### src/rtl/cs_pkg.sv
package cs_pkg;
    localparam int DIGIT_W = 4;
    localparam int DIGIT_MAX = 9;

    typedef enum logic {
        ST_STOPPED = 1'b0,
        ST_RUNNING = 1'b1
    } run_state_e;

    localparam logic [1:0] A_COUNT = 2'd0;
    localparam logic [1:0] A_MASK  = 2'd1;
    localparam logic [1:0] A_FLAG  = 2'd2;
endpackage

### src/rtl/cs_run_ctrl.sv
module cs_run_ctrl
    import cs_pkg::*;
(
    input  logic clk,
    input  logic rst_n,
    input  logic run_i,
    input  logic tick_i,
    input  logic clr_i,
    output logic step_o
);
    run_state_e state_q, state_d;

    always_comb begin
        state_d = state_q;
        unique case (state_q)
            ST_STOPPED: if (run_i)  state_d = ST_RUNNING;   // GO
            ST_RUNNING: if (!run_i) state_d = ST_STOPPED;   // HALT
            default:    state_d = ST_STOPPED;
        endcase
    end

    always_ff @(posedge clk or negedge rst_n) begin
        if (!rst_n) state_q <= ST_STOPPED;
        else        state_q <= state_d;
    end

    always_comb begin
        step_o = 1'b0;
        unique case (state_q)
            ST_STOPPED: step_o = 1'b0;
            ST_RUNNING: step_o = tick_i && !clr_i;
            default:    step_o = 1'b0;
        endcase
    end

    // a stopped controller never advances the count
    p_halt_no_step_r4: assert property (@(posedge clk) disable iff (!rst_n)
        (state_q == ST_STOPPED) |-> !step_o);
    // state follows the run request one edge later
    p_state_follow_r4: assert property (@(posedge clk) disable iff (!rst_n)
        run_i |=> (state_q == ST_RUNNING));
endmodule

### src/rtl/cs_bcd_digit.sv
module cs_bcd_digit #(
    parameter int W    = 4,
    parameter int MAXV = 9
) (
    input  logic         clk,
    input  logic         rst_n,
    input  logic         clr_i,
    input  logic         inc_i,
    output logic [W-1:0] val_o,
    output logic         wrap_o
);
    localparam logic [W-1:0] TOP = W'(MAXV);

    logic [W-1:0] val_q;

    assign wrap_o = inc_i && (val_q == TOP);
    assign val_o  = val_q;

    always_ff @(posedge clk or negedge rst_n) begin
        if (!rst_n)      val_q <= '0;
        else if (clr_i)  val_q <= '0;
        else if (wrap_o) val_q <= '0;
        else if (inc_i)  val_q <= val_q + 1'b1;
    end

    // a digit never leaves its decimal range
    p_digit_range_r1: assert property (@(posedge clk) disable iff (!rst_n)
        val_q <= TOP);
    // a carry-out returns the digit to zero
    p_digit_wrap_r1: assert property (@(posedge clk) disable iff (!rst_n)
        wrap_o |=> (val_q == '0));
endmodule

### src/rtl/cs_digit_chain.sv
module cs_digit_chain
    import cs_pkg::*;
#(
    parameter int NUM_DIGITS = 2
) (
    input  logic                          clk,
    input  logic                          rst_n,
    input  logic                          clr_i,
    input  logic                          step_i,
    output logic [NUM_DIGITS*DIGIT_W-1:0] count_o,
    output logic [NUM_DIGITS:0]           cause_o
);
    logic [NUM_DIGITS:0]   carry;
    logic [NUM_DIGITS-1:0] wrap;

    assign carry[0]   = step_i;
    assign cause_o[0] = step_i;

    for (genvar k = 0; k < NUM_DIGITS; k++) begin : g_digit
        cs_bcd_digit #(.W(DIGIT_W), .MAXV(DIGIT_MAX)) u_digit (
            .clk   (clk),
            .rst_n (rst_n),
            .clr_i (clr_i),
            .inc_i (carry[k]),
            .val_o (count_o[k*DIGIT_W +: DIGIT_W]),
            .wrap_o(wrap[k])
        );
        assign carry[k+1]   = wrap[k];
        assign cause_o[k+1] = wrap[k];
    end
endmodule

### src/rtl/cs_irq_bank.sv
module cs_irq_bank #(
    parameter int N = 3
) (
    input  logic         clk,
    input  logic         rst_n,
    input  logic         wr_mask_i,
    input  logic         wr_flag_i,
    input  logic [N-1:0] wdata_i,
    input  logic [N-1:0] cause_i,
    output logic [N-1:0] mask_o,
    output logic [N-1:0] flag_o,
    output logic         irq_o
);
    logic [N-1:0] mask_q, flag_q, w1c;

    assign w1c = wr_flag_i ? wdata_i : '0;

    always_ff @(posedge clk or negedge rst_n) begin
        if (!rst_n) begin
            mask_q <= '0;
            flag_q <= '0;
        end else begin
            if (wr_mask_i) mask_q <= wdata_i;
            flag_q <= (flag_q & ~w1c) | cause_i;
        end
    end

    assign mask_o = mask_q;
    assign flag_o = flag_q;
    assign irq_o  = |(flag_q & mask_q);

    // a raised cause always leaves its flag set (set wins, R7)
    p_flag_set_r6: assert property (@(posedge clk) disable iff (!rst_n)
        (cause_i != '0) |=> ((flag_o & $past(cause_i)) == $past(cause_i)));
    // an uncontested write-1 clears the flag
    p_w1c_clear_r7: assert property (@(posedge clk) disable iff (!rst_n)
        (wr_flag_i && ((wdata_i & ~cause_i) != '0))
        |=> ((flag_o & $past(wdata_i & ~cause_i)) == '0));
    // flags hold when neither a cause nor a write touches them
    p_flag_hold_r7: assert property (@(posedge clk) disable iff (!rst_n)
        (!wr_flag_i && (cause_i == '0)) |=> $stable(flag_o));
    // nothing enabled means no request
    p_irq_quiet_r10: assert property (@(posedge clk) disable iff (!rst_n)
        (mask_o == '0) |-> !irq_o);
endmodule

### src/rtl/centi_stopwatch.sv
module centi_stopwatch
    import cs_pkg::*;
#(
    parameter int NUM_DIGITS = 2,
    parameter int DATA_W     = 8,
    parameter int ADDR_W     = 2
) (
    input  logic              clk,
    input  logic              rst_n,
    input  logic              tick_i,
    input  logic              run_i,
    input  logic              clear_i,
    input  logic [ADDR_W-1:0] addr_i,
    input  logic              wr_en_i,
    input  logic [DATA_W-1:0] wr_data_i,
    output logic [DATA_W-1:0] rd_data_o,
    output logic              irq_o
);
    localparam int CNT_W      = NUM_DIGITS * DIGIT_W;
    localparam int NUM_CAUSES = NUM_DIGITS + 1;

    logic                  step;
    logic [CNT_W-1:0]      count;
    logic [NUM_CAUSES-1:0] cause, mask, flag;
    logic                  wr_mask, wr_flag;

    assign wr_mask = wr_en_i && (addr_i == ADDR_W'(A_MASK));
    assign wr_flag = wr_en_i && (addr_i == ADDR_W'(A_FLAG));

    cs_run_ctrl u_run (
        .clk   (clk),
        .rst_n (rst_n),
        .run_i (run_i),
        .tick_i(tick_i),
        .clr_i (clear_i),
        .step_o(step)
    );

    cs_digit_chain #(.NUM_DIGITS(NUM_DIGITS)) u_chain (
        .clk    (clk),
        .rst_n  (rst_n),
        .clr_i  (clear_i),
        .step_i (step),
        .count_o(count),
        .cause_o(cause)
    );

    cs_irq_bank #(.N(NUM_CAUSES)) u_irq (
        .clk      (clk),
        .rst_n    (rst_n),
        .wr_mask_i(wr_mask),
        .wr_flag_i(wr_flag),
        .wdata_i  (wr_data_i[NUM_CAUSES-1:0]),
        .cause_i  (cause),
        .mask_o   (mask),
        .flag_o   (flag),
        .irq_o    (irq_o)
    );

    always_comb begin
        rd_data_o = '0;
        case (addr_i)
            ADDR_W'(A_COUNT): rd_data_o[CNT_W-1:0]      = count;
            ADDR_W'(A_MASK):  rd_data_o[NUM_CAUSES-1:0] = mask;
            ADDR_W'(A_FLAG):  rd_data_o[NUM_CAUSES-1:0] = flag;
            default:          rd_data_o = '0;
        endcase
    end

    // a clear empties the count at the next edge
    p_clear_zero_r5: assert property (@(posedge clk) disable iff (!rst_n)
        clear_i |=> (count == '0));
    // a write aimed at the count register does not change it
    p_count_ro_r3: assert property (@(posedge clk) disable iff (!rst_n)
        (wr_en_i && (addr_i == ADDR_W'(A_COUNT)) && !step && !clear_i)
        |=> $stable(count));
    // reserved bits above the cause field read zero
    p_reserved_zero_r9: assert property (@(posedge clk) disable iff (!rst_n)
        (addr_i != ADDR_W'(A_COUNT)) |-> (rd_data_o[DATA_W-1:NUM_CAUSES] == '0));
endmodule

### config.mk
export PLATFORM = sky130hd
export DESIGN_NAME = centi_stopwatch
export DESIGN_NICKNAME = d
export VERILOG_FILES = /design/src/rtl/cs_pkg.sv /design/src/rtl/cs_run_ctrl.sv /design/src/rtl/cs_bcd_digit.sv /design/src/rtl/cs_digit_chain.sv /design/src/rtl/cs_irq_bank.sv /design/src/rtl/centi_stopwatch.sv
export SDC_FILE = /design/constraint.sdc
export NUM_CORES = 1
export LEC_CHECK = 0
export BUFFER_PORTS_ARGS = -buffer_cell sky130_fd_sc_hd__buf_4
export CELL_PAD_IN_SITES_DETAIL_PLACEMENT = 0
export CELL_PAD_IN_SITES_GLOBAL_PLACEMENT = 1
export CORE_MARGIN = 8
export CORE_UTILIZATION = 40
export DETAILED_ROUTE_END_ITERATION = 8
export MAX_ROUTING_LAYER = met4
export PLACE_DENSITY_LB_ADDON = 0.08
export SYNTH_ARGS = -nofsm -noshare
export SYNTH_HDL_FRONTEND = slang
export SYNTH_SLANG_ARGS = --single-unit
### constraint.sdc
create_clock -name clk -period 2.9 [get_ports clk]
set_clock_uncertainty 0.2 [all_clocks]
set_input_delay 0.87 -clock clk [delete_from_list [all_inputs] [get_ports clk]]
set_output_delay 0.87 -clock clk [all_outputs]
set_load 0.01 [all_outputs]
==> impl_metrics.toml, run 1 <==
[synth]
synth_cell_types = 29
synth_top_area_frac = 0.435
ys_ff_latch = 15
yosys_warnings = 0
synthAdderAreaFrac = 0.0580
yosys.area.top_type = "dfrtp_1"
netlist_area_sq_um = 863
synth_compound_area_frac = 0.146
synth_nets = 109
synth_top_family_by_area = "simple AND/OR/NAND/NOR gates"
yosysSeqAreaShare = 0.435
postSynthAreaPerCell_sq_um = 9.70
yosys.area_share.simple = 0.248
synthCells = 89
synth_xor_area_frac = 0.0101
synthMuxAreaShare = 0.0739
synth_area_leaders = "dfrtp_1 (43%), ha_1 (5.8%), nand2_1 (3.9%), mux2_2 (3.9%), and2_1 (3.6%)"

[sta]
maxSlewHeadroom = 0.774
final.min_clock_period_ps = 2670
setup_viol = 0
hold_viol_final = 0
fmax_mhz = 375
slew_violations = 0
rsz0062_at_grt = "false"
min_period_over_period = 0.920
max_slew.worst_pin.slew_ps = 338
fin_tns_setup_ps = 0

[pwr]
power_density_mw_per_mm2 = 394
total_power_w = 0.000420
ir_drop_uv = 323
leakagePower_nw = 0.488

[die]
core.rowCount = 17
die_x_um = 62.5
dieArea_sq_mm = 0.00390
die_h_um = 62.5
core_area_sq_mm = 0.00213
start_util = 0.406
ios = 25

[layout]
utilization = 0.501
multi_input_area_sq_um = 463
fillers = 208
layout_common_cells = "buf_4 (20), dfrtp_1 (15), nand2_1 (9)"
seq_area_sq_um = 375
layout-drive-gt1-share = 0.252
area_delta_synth_final_pct = 23.5
layout_commonest_cell = "buf_4"
nets = 132
n_antenna_cell = 0

[place]
place.gp.congestion = 0.784
port_buffers = 19
dp.final_hpwl_um = 1600

[clocking]
clock_latency_ps = 280
clockBufferDepth = 2
clk_pin_slew_ps = 90
post-cts-setup-buffers = 0
cts_hold_buf = 0
tritoncts = "built"
cts_buffers = 3
cts-root-buf = "clkbuf_4"
cts_resized = 0
clkSinkCount = 15
cts-htree-levels = 1

[worst_setup_path]
reg2regPathDepth = 4
cp.arrival_ps = 1600
crit_type = "input port to primary output"
crit_path_end_kind = "primary output"
max_stage_delay_ps = 280
crit_fanout = 8
crit_top_cell = "buf_4"
crit_path_start_kind = "input port"
cp_data_required_time_ps = 1830
worstPathCellList = "buf_4 > nor2b_1 > nand2_1 > o21ai_0 > buf_4"
crit_slowest_cell = "nor2b_1"

[grt]
antenna_found_initial = 0
grt.total_usage = 0.115
grt.overflow.total = 0
grt_max_degree = 16
grt_pass1_wl_um = 3540
grt_pass1_vias = 772

[outcome]
status = "finished, final reports clean"

[route]
wl_um = 2090
drtPass1Iterations = 4
wl_per_cell_um = 15.0
vias_per_cell = 5.34
drc = 0
ant_nets = 0
drt_iter0_markers = 18
vias = 742

[flow_run]
drv_cap = 0

[worst_hold_path]
hold_class = "input port to async pin"
[worst max-delay path: cells and delay by family]
family	cells	cell delay (ps)
compound gates	1	90
buf+inv	2	280
simple gates	2	360
[metal layers]
layer  vias to the layer above  routed length (um)  part of all wire  global-route usage
met5                         -                   0                 0                   -
met4                         0                  27             0.013              0.0598
met3                         4                 103             0.049              0.0394
met2                        14                 964              0.46               0.168
met1                       354                 994              0.48               0.136
li1                        370                   -                 -                   -
[cells by family (layout without fill, tap and decap cells)]
kind of cell	Yosys count	count (layout)
simple gates	37	37
xor+xnor	1	1
mux	6	6
buf+inv	6	28
fa+ha+maj	4	4
flops	15	15
compound gates	20	20
[cell usage after synthesis, drive strengths merged]
cell	instances
dfrtp	15
nand2	9
a21oi	6
o21ai	6
and2	5
nand3	5
ha	4
inv	4
nand3b	4
mux2	3
mux2i	3
nand4b	3
a21o	2
and3b	2
buf	2
nor2	2
nor3	2
or3	2
a211oi	1
a222oi	1
a311oi	1
a41oi	1
nand2b	1
nand4	1
nor2b	1
o31ai	1
o32ai	1
xor2	1
[registers in the layout, summed over array words and instances (netlist names)]
name and cells:
u_chain.g_digit.u_digit.val_o 8, u_irq.flag_o 3, u_irq.mask_o 3, u_run.state_q 1
[area by class of cell]
| class | count | area share |
|---|---|---|
| multi-input combinational | 68 | 0.434 |
| sequential | 15 | 0.352 |
| timing repair buffer | 20 | 0.141 |
| tap | 28 | 0.0329 |
| clock buffer | 3 | 0.0211 |
| inverter | 4 | 0.0141 |
| clock inverter | 1 | 0.00469 |
[stage by stage]
step | worst slack [ps] | std cells | area, sq um | hold slack (ps)
after floorplan | 370 | 89 | 863 | 268
after global placement | 239 | 135 | 1040 | 297
after detailed placement | 239 | 135 | 1040 | 298
after CTS | 230 | 139 | 1070 | 222
after global routing | 152 | 139 | 1070 | 210
final | 231 | 139 | 1070 | 225
[path summary, 6_finish.rpt]
path / from / to / slack [ps]
hold reg to reg: u_irq.flag_o[0] / u_irq.flag_o[0] / 320
max in group asynchronous: rst_n / u_chain.g_digit[1].u_digit.val_o[0] / 2100
hold / removal: rst_n / u_irq.flag_o[2] / 230
setup / recovery: addr_i[1] / rd_data_o[0] / 230
min in group clk: u_irq.flag_o[0] / u_irq.flag_o[0] / 320
setup reg to reg: u_chain.g_digit[0].u_digit.val_o[0] / u_chain.g_digit[0].u_digit.val_o[1] / 1180
[power breakdown]
part / leakage, nW / internal (W) / switching, W
clock: 0.0177 / 0.0000512 / 0.0000670
sequential: 0.197 / 0.000221 / 0.0000125
combinational: 0.273 / 0.0000363 / 0.0000321
total: 0.488 / 0.000309 / 0.000112
No activity file was read; power rests on OpenSTA's default activity.
==> run 2, diff against run 1 <==
--- a/config.mk
+++ b/config.mk
@@ -9,7 +9,8 @@
 export CELL_PAD_IN_SITES_DETAIL_PLACEMENT = 0
 export CELL_PAD_IN_SITES_GLOBAL_PLACEMENT = 1
 export CORE_MARGIN = 8
-export CORE_UTILIZATION = 40
+export CORE_UTILIZATION = 42
+export CTS_BUF_LIST = sky130_fd_sc_hd__clkbuf_4 sky130_fd_sc_hd__clkbuf_8
 export DETAILED_ROUTE_END_ITERATION = 8
 export MAX_ROUTING_LAYER = met4
 export PLACE_DENSITY_LB_ADDON = 0.08
==> run 2 against run 1 <==
Sequential power hardly changed. Global-route usage rose by 1.1 points. Final cell count is 1.4% lower. Critical path depth stayed put. Sequential cell count is the same. Maximum frequency down 1.8%. Utilization rose by 4.3 points. Clock-buffer cell count did not move. Wire length down 2.5%. Power increased by 1.1%. Register-to-register slack better by 20 ps. Critical path type unchanged. Largest power group unchanged.
==> impl_metrics.toml, run 2 (synthesized netlist as in run 1, its figures left out) <==
[worst_setup_path]
reg2regPathDepth = 4
crit_type = "input port to primary output"
crit_path_end_kind = "primary output"
cp.arrival_ps = 1650
crit_path_start_kind = "input port"
cp_data_required_time_ps = 1830
crit_fanout = 8

[route]
wl_um = 2040
vias_per_cell = 5.34
vias = 732
wl_per_cell_um = 14.9
drc = 0
ant_nets = 0
drt_iter0_markers = 15
drtPass1Iterations = 4

[place]
pre_cts_slack_ps = 202
place.gp.congestion = 0.725
port_buffers = 19
dp.final_hpwl_um = 1530
dp_cells = 133

[die]
ios = 25
core.rowCount = 16
die_x_um = 61.3
start_util = 0.445
die_h_um = 61.3
dieArea_sq_mm = 0.00376
core_area_sq_mm = 0.00194

[outcome]
status = "finished, final reports clean"

[sta]
setup_viol = 0
fin_tns_setup_ps = 0
fmax_mhz = 368
maxSlewHeadroom = 0.782
fin_ws_ps = 181
slew_violations = 0
rsz0062_at_grt = "false"
min_period_over_period = 0.938
max_slew.worst_pin.slew_ps = 326
final.min_clock_period_ps = 2720
hold_viol_final = 0

[layout]
n_antenna_cell = 0
nets = 131
final-instance-count-excl-fill = 137
layout_commonest_cell = "buf_4"
layout-drive-gt1-share = 0.245
largest_reg_flops = 8
area_delta_synth_final_pct = 22.5
utilization = 0.544
layout_common_cells = "buf_4 (19), dfrtp_1 (15), nand2_1 (9)"

[pwr]
ir_drop_uv = 232
leakagePower_nw = 0.483
comb_power_share = 0.156
p_int_w = 0.000308
p_sw_frac = 0.275
p_switching_w = 0.000117
power_density_mw_per_mm2 = 402
seqPwrFrac = 0.549
clkPwrFrac = 0.295

[grt]
grt_pass1_vias = 722
grt_max_degree = 16
grt.total_usage = 0.126
grt_pass1_wl_um = 3350
antenna_found_initial = 0
grt.overflow.total = 0

[clocking]
cts-htree-levels = 1
cts_resized = 0
cts-root-buf = "clkbuf_4"
tritoncts = "built"
clk_pin_slew_ps = 90
clockBufferDepth = 2
post-cts-setup-buffers = 0
clkSinkCount = 15
cts_buffers = 3
clock_latency_ps = 290
cts_hold_buf = 0

[flow_run]
drv_cap = 0

[worst_hold_path]
hold_class = "input port to async pin"
## run 2: cell types whose count changed in the layout (fill, tap and decap cells not counted)
cell / change
buf_4: -1
## run 2: cell type report
type                    count  area (sq um)
clock buffers               3          22.5
multi-input cells          68           463
repair buffers             19           143
inverters                   4          15.0
fillers                   185           885
well taps                  27          33.8
clock inverters             1          5.00
flip-flops and latches     15           375
## run 2: path summary, 6_finish.rpt
path | startpoint | to | slack (ps)
max in group asynchronous | rst_n | u_irq.flag_o[1] | 2110
hold reg to reg | u_irq.flag_o[0] | u_irq.flag_o[0] | 320
min in group clk | u_irq.flag_o[0] | u_irq.flag_o[0] | 320
setup reg to reg | u_chain.g_digit[0].u_digit.val_o[0] | u_chain.g_digit[0].u_digit.val_o[1] | 1200
setup / recovery | addr_i[0] | rd_data_o[1] | 180
hold / removal | rst_n | u_irq.mask_o[2] | 210
## run 2: metal layers
metal / wire (um) / vias up / share of wire / track usage
li1: - / 368 / - / -
met1: 944 / 339 / 0.46 / 0.143
met2: 887 / 20 / 0.44 / 0.201
met3: 164 / 5 / 0.080 / 0.0334
met4: 42 / 0 / 0.021 / 0.0584
met5: 0 / - / 0 / -
## run 2: power by group through the flow
| stage | registers, W | logic (W) | clock network [W] |
|---|---|---|---|
| 2_1_floorplan | 0.000233 | 0.0000353 | 0 |
| 3_5_place_dp | 0.000237 | 0.0000673 | 0 |
| 4_1_cts | 0.000233 | 0.0000673 | 0.000131 |
| 6_report | 0.000233 | 0.0000662 | 0.000126 |
| 3_3_place_gp | 0.000237 | 0.0000665 | 0 |
| 5_1_grt | 0.000235 | 0.0000742 | 0.000140 |
## run 2: critical path: stages
cell     delay [ps]
buf_4           150
nor2b_1         290
nand2_1          80
o21ai_0         100
buf_4           160
## run 2: through the flow
stage	instance area, sq um	hold slack (ps)	total power, W
final	1060	212	0.000425
after global routing	1060	219	0.000449
after CTS	1060	211	0.000432
after detailed placement	1030	296	0.000305
after global placement	1030	289	0.000303
after floorplan	863	268	0.000269
==> run 3, diff against run 2 <==
--- a/config.mk
+++ b/config.mk
@@ -13,7 +13,7 @@
 export CTS_BUF_LIST = sky130_fd_sc_hd__clkbuf_4 sky130_fd_sc_hd__clkbuf_8
 export DETAILED_ROUTE_END_ITERATION = 8
 export MAX_ROUTING_LAYER = met4
-export PLACE_DENSITY_LB_ADDON = 0.08
+export PLACE_DENSITY = 0.91
 export SYNTH_ARGS = -nofsm -noshare
 export SYNTH_HDL_FRONTEND = slang
 export SYNTH_SLANG_ARGS = --single-unit
==> run 3 against run 2 <==
Hold slack gained 6.0 ps. Die area is the same. Critical path depth is the same. Maximum frequency grew 1.9%. Utilization is the same. Design area is the same. First-iteration DRC count shrank 20%. Wire length shrank 3.8%. Clock-buffer cell count is the same. Global-route usage shrank 0.91 points. Critical endpoint is now rd_data_o[2].
==> impl_metrics.toml, run 3 (synthesized netlist as in run 1, its figures left out) <==
[clocking]
tritoncts = "built"
cts_hold_buf = 0
clkSinkCount = 15
cts-htree-levels = 1
clock_latency_ps = 280
cts-root-buf = "clkbuf_4"
clockBufferDepth = 2
cts_buffers = 3
clk_pin_slew_ps = 90
cts_resized = 0
post-cts-setup-buffers = 0

[grt]
grt.overflow.total = 0
grt_pass1_vias = 717
antenna_found_initial = 0
grt_pass1_wl_um = 3210
grt.total_usage = 0.117
grt_max_degree = 16

[route]
wl_per_cell_um = 14.3
wl_um = 1960
drt_iter0_markers = 12
drc = 0
drtPass1Iterations = 4
vias = 733
vias_per_cell = 5.35
ant_nets = 0

[pwr]
ir_drop_uv = 367
leakagePower_nw = 0.483
power_density_mw_per_mm2 = 398

[die]
die_x_um = 61.3
core.rowCount = 16
start_util = 0.445
dieArea_sq_mm = 0.00376
core_area_sq_mm = 0.00194
die_h_um = 61.3
ios = 25

[worst_setup_path]
crit_path_start_kind = "input port"
worstPathCellList = "buf_4 > nor2b_1 > nand2_1 > o21ai_0 > buf_4"
crit_start = "addr_i[0]"
critPathCapture = "rd_data_o[2]"
cp.arrival_ps = 1600
crit_top_cell = "buf_4"
rr_endpoint = "u_chain.g_digit[0].u_digit.val_o[0]"
r2r-start = "u_chain.g_digit[0].u_digit.val_o[0]"
crit_fanout = 8
crit_slowest_cell = "nor2b_1"
crit_type = "input port to primary output"
cp_data_required_time_ps = 1830
rrSetupSlack_ps = 1180
reg2regPathDepth = 4
crit_path_end_kind = "primary output"
max_stage_delay_ps = 260

[layout]
seq_area_sq_um = 375
n_antenna_cell = 0
nets = 131
fillers = 181
multi_input_area_sq_um = 463
area_delta_synth_final_pct = 22.5
layout_commonest_cell = "buf_4"
layout_common_cells = "buf_4 (19), dfrtp_1 (15), nand2_1 (9)"
largest_reg_flops = 8
final-instance-count-excl-fill = 137
layout-drive-gt1-share = 0.245

[flow_run]
drv_cap = 0

[place]
port_buffers = 19
dp.final_hpwl_um = 1500
place.gp.congestion = 0.758
dp_cells = 133

[sta]
min_period_over_period = 0.920
final.min_clock_period_ps = 2670
slew_violations = 0
hold_viol_final = 0
fmax_mhz = 375
max_slew.worst_pin.slew_ps = 291
rsz0062_at_grt = "false"
fin_tns_setup_ps = 0
setup_viol = 0
maxSlewHeadroom = 0.805

[worst_hold_path]
hold_class = "input port to async pin"

[outcome]
status = "finished, final reports clean"
## run 3: cell counts in the layout (fill, tap and decap cells not counted)
No cell type changed its count.
## run 3: area by class of cell
type | instances | area share
multi-input cells | 68 | 0.438
flip-flops and latches | 15 | 0.355
repair buffers | 19 | 0.135
well taps | 27 | 0.0320
clock buffers | 3 | 0.0213
inverters | 4 | 0.0142
clock inverters | 1 | 0.00473
## run 3: through the flow
step	setup WS (ps)	hold WS [ps]	util	instance area, sq um	total power [W]
after floorplan	370	268	-	863	0.000269
after global placement	195	289	0.530	1030	0.000302
after detailed placement	235	295	0.530	1030	0.000304
after CTS	233	223	0.544	1060	0.000425
after global routing	108	215	0.544	1060	0.000445
final	231	218	0.544	1060	0.000421
## run 3: critical path: cells and delay by family
family	cells	cell delay [ps]
AO/OA/AOI/OAI	1	80
AND/OR/NAND/NOR	2	340
buffers and inverters	2	300
## run 3: power by group
part / internal, W / total [W] / switching, W
combinational: 0.0000355 / 0.0000663 / 0.0000308
clock: 0.0000513 / 0.000122 / 0.0000706
sequential: 0.000221 / 0.000233 / 0.0000115
total: 0.000308 / 0.000421 / 0.000113
## run 3: worst min path at each step
stage	end	slack, ps	cells past startpoint
after floorplan	u_irq.flag_o[2]	270	2
after global placement	u_irq.flag_o[0]	290	1
after detailed placement	u_irq.flag_o[0]	300	1
after CTS	u_chain.g_digit[0].u_digit.val_o[2]	220	1
after global routing	u_chain.g_digit[0].u_digit.val_o[2]	220	1
final	u_chain.g_digit[1].u_digit.val_o[0]	220	1
## run 3: metal layers
metal	share of wire	wire length, um	GRT usage
met1	0.48	945	0.152
met2	0.46	895	0.169
met3	0.048	95	0.0271
met4	0.013	25	0.0487
met5	0	0	-
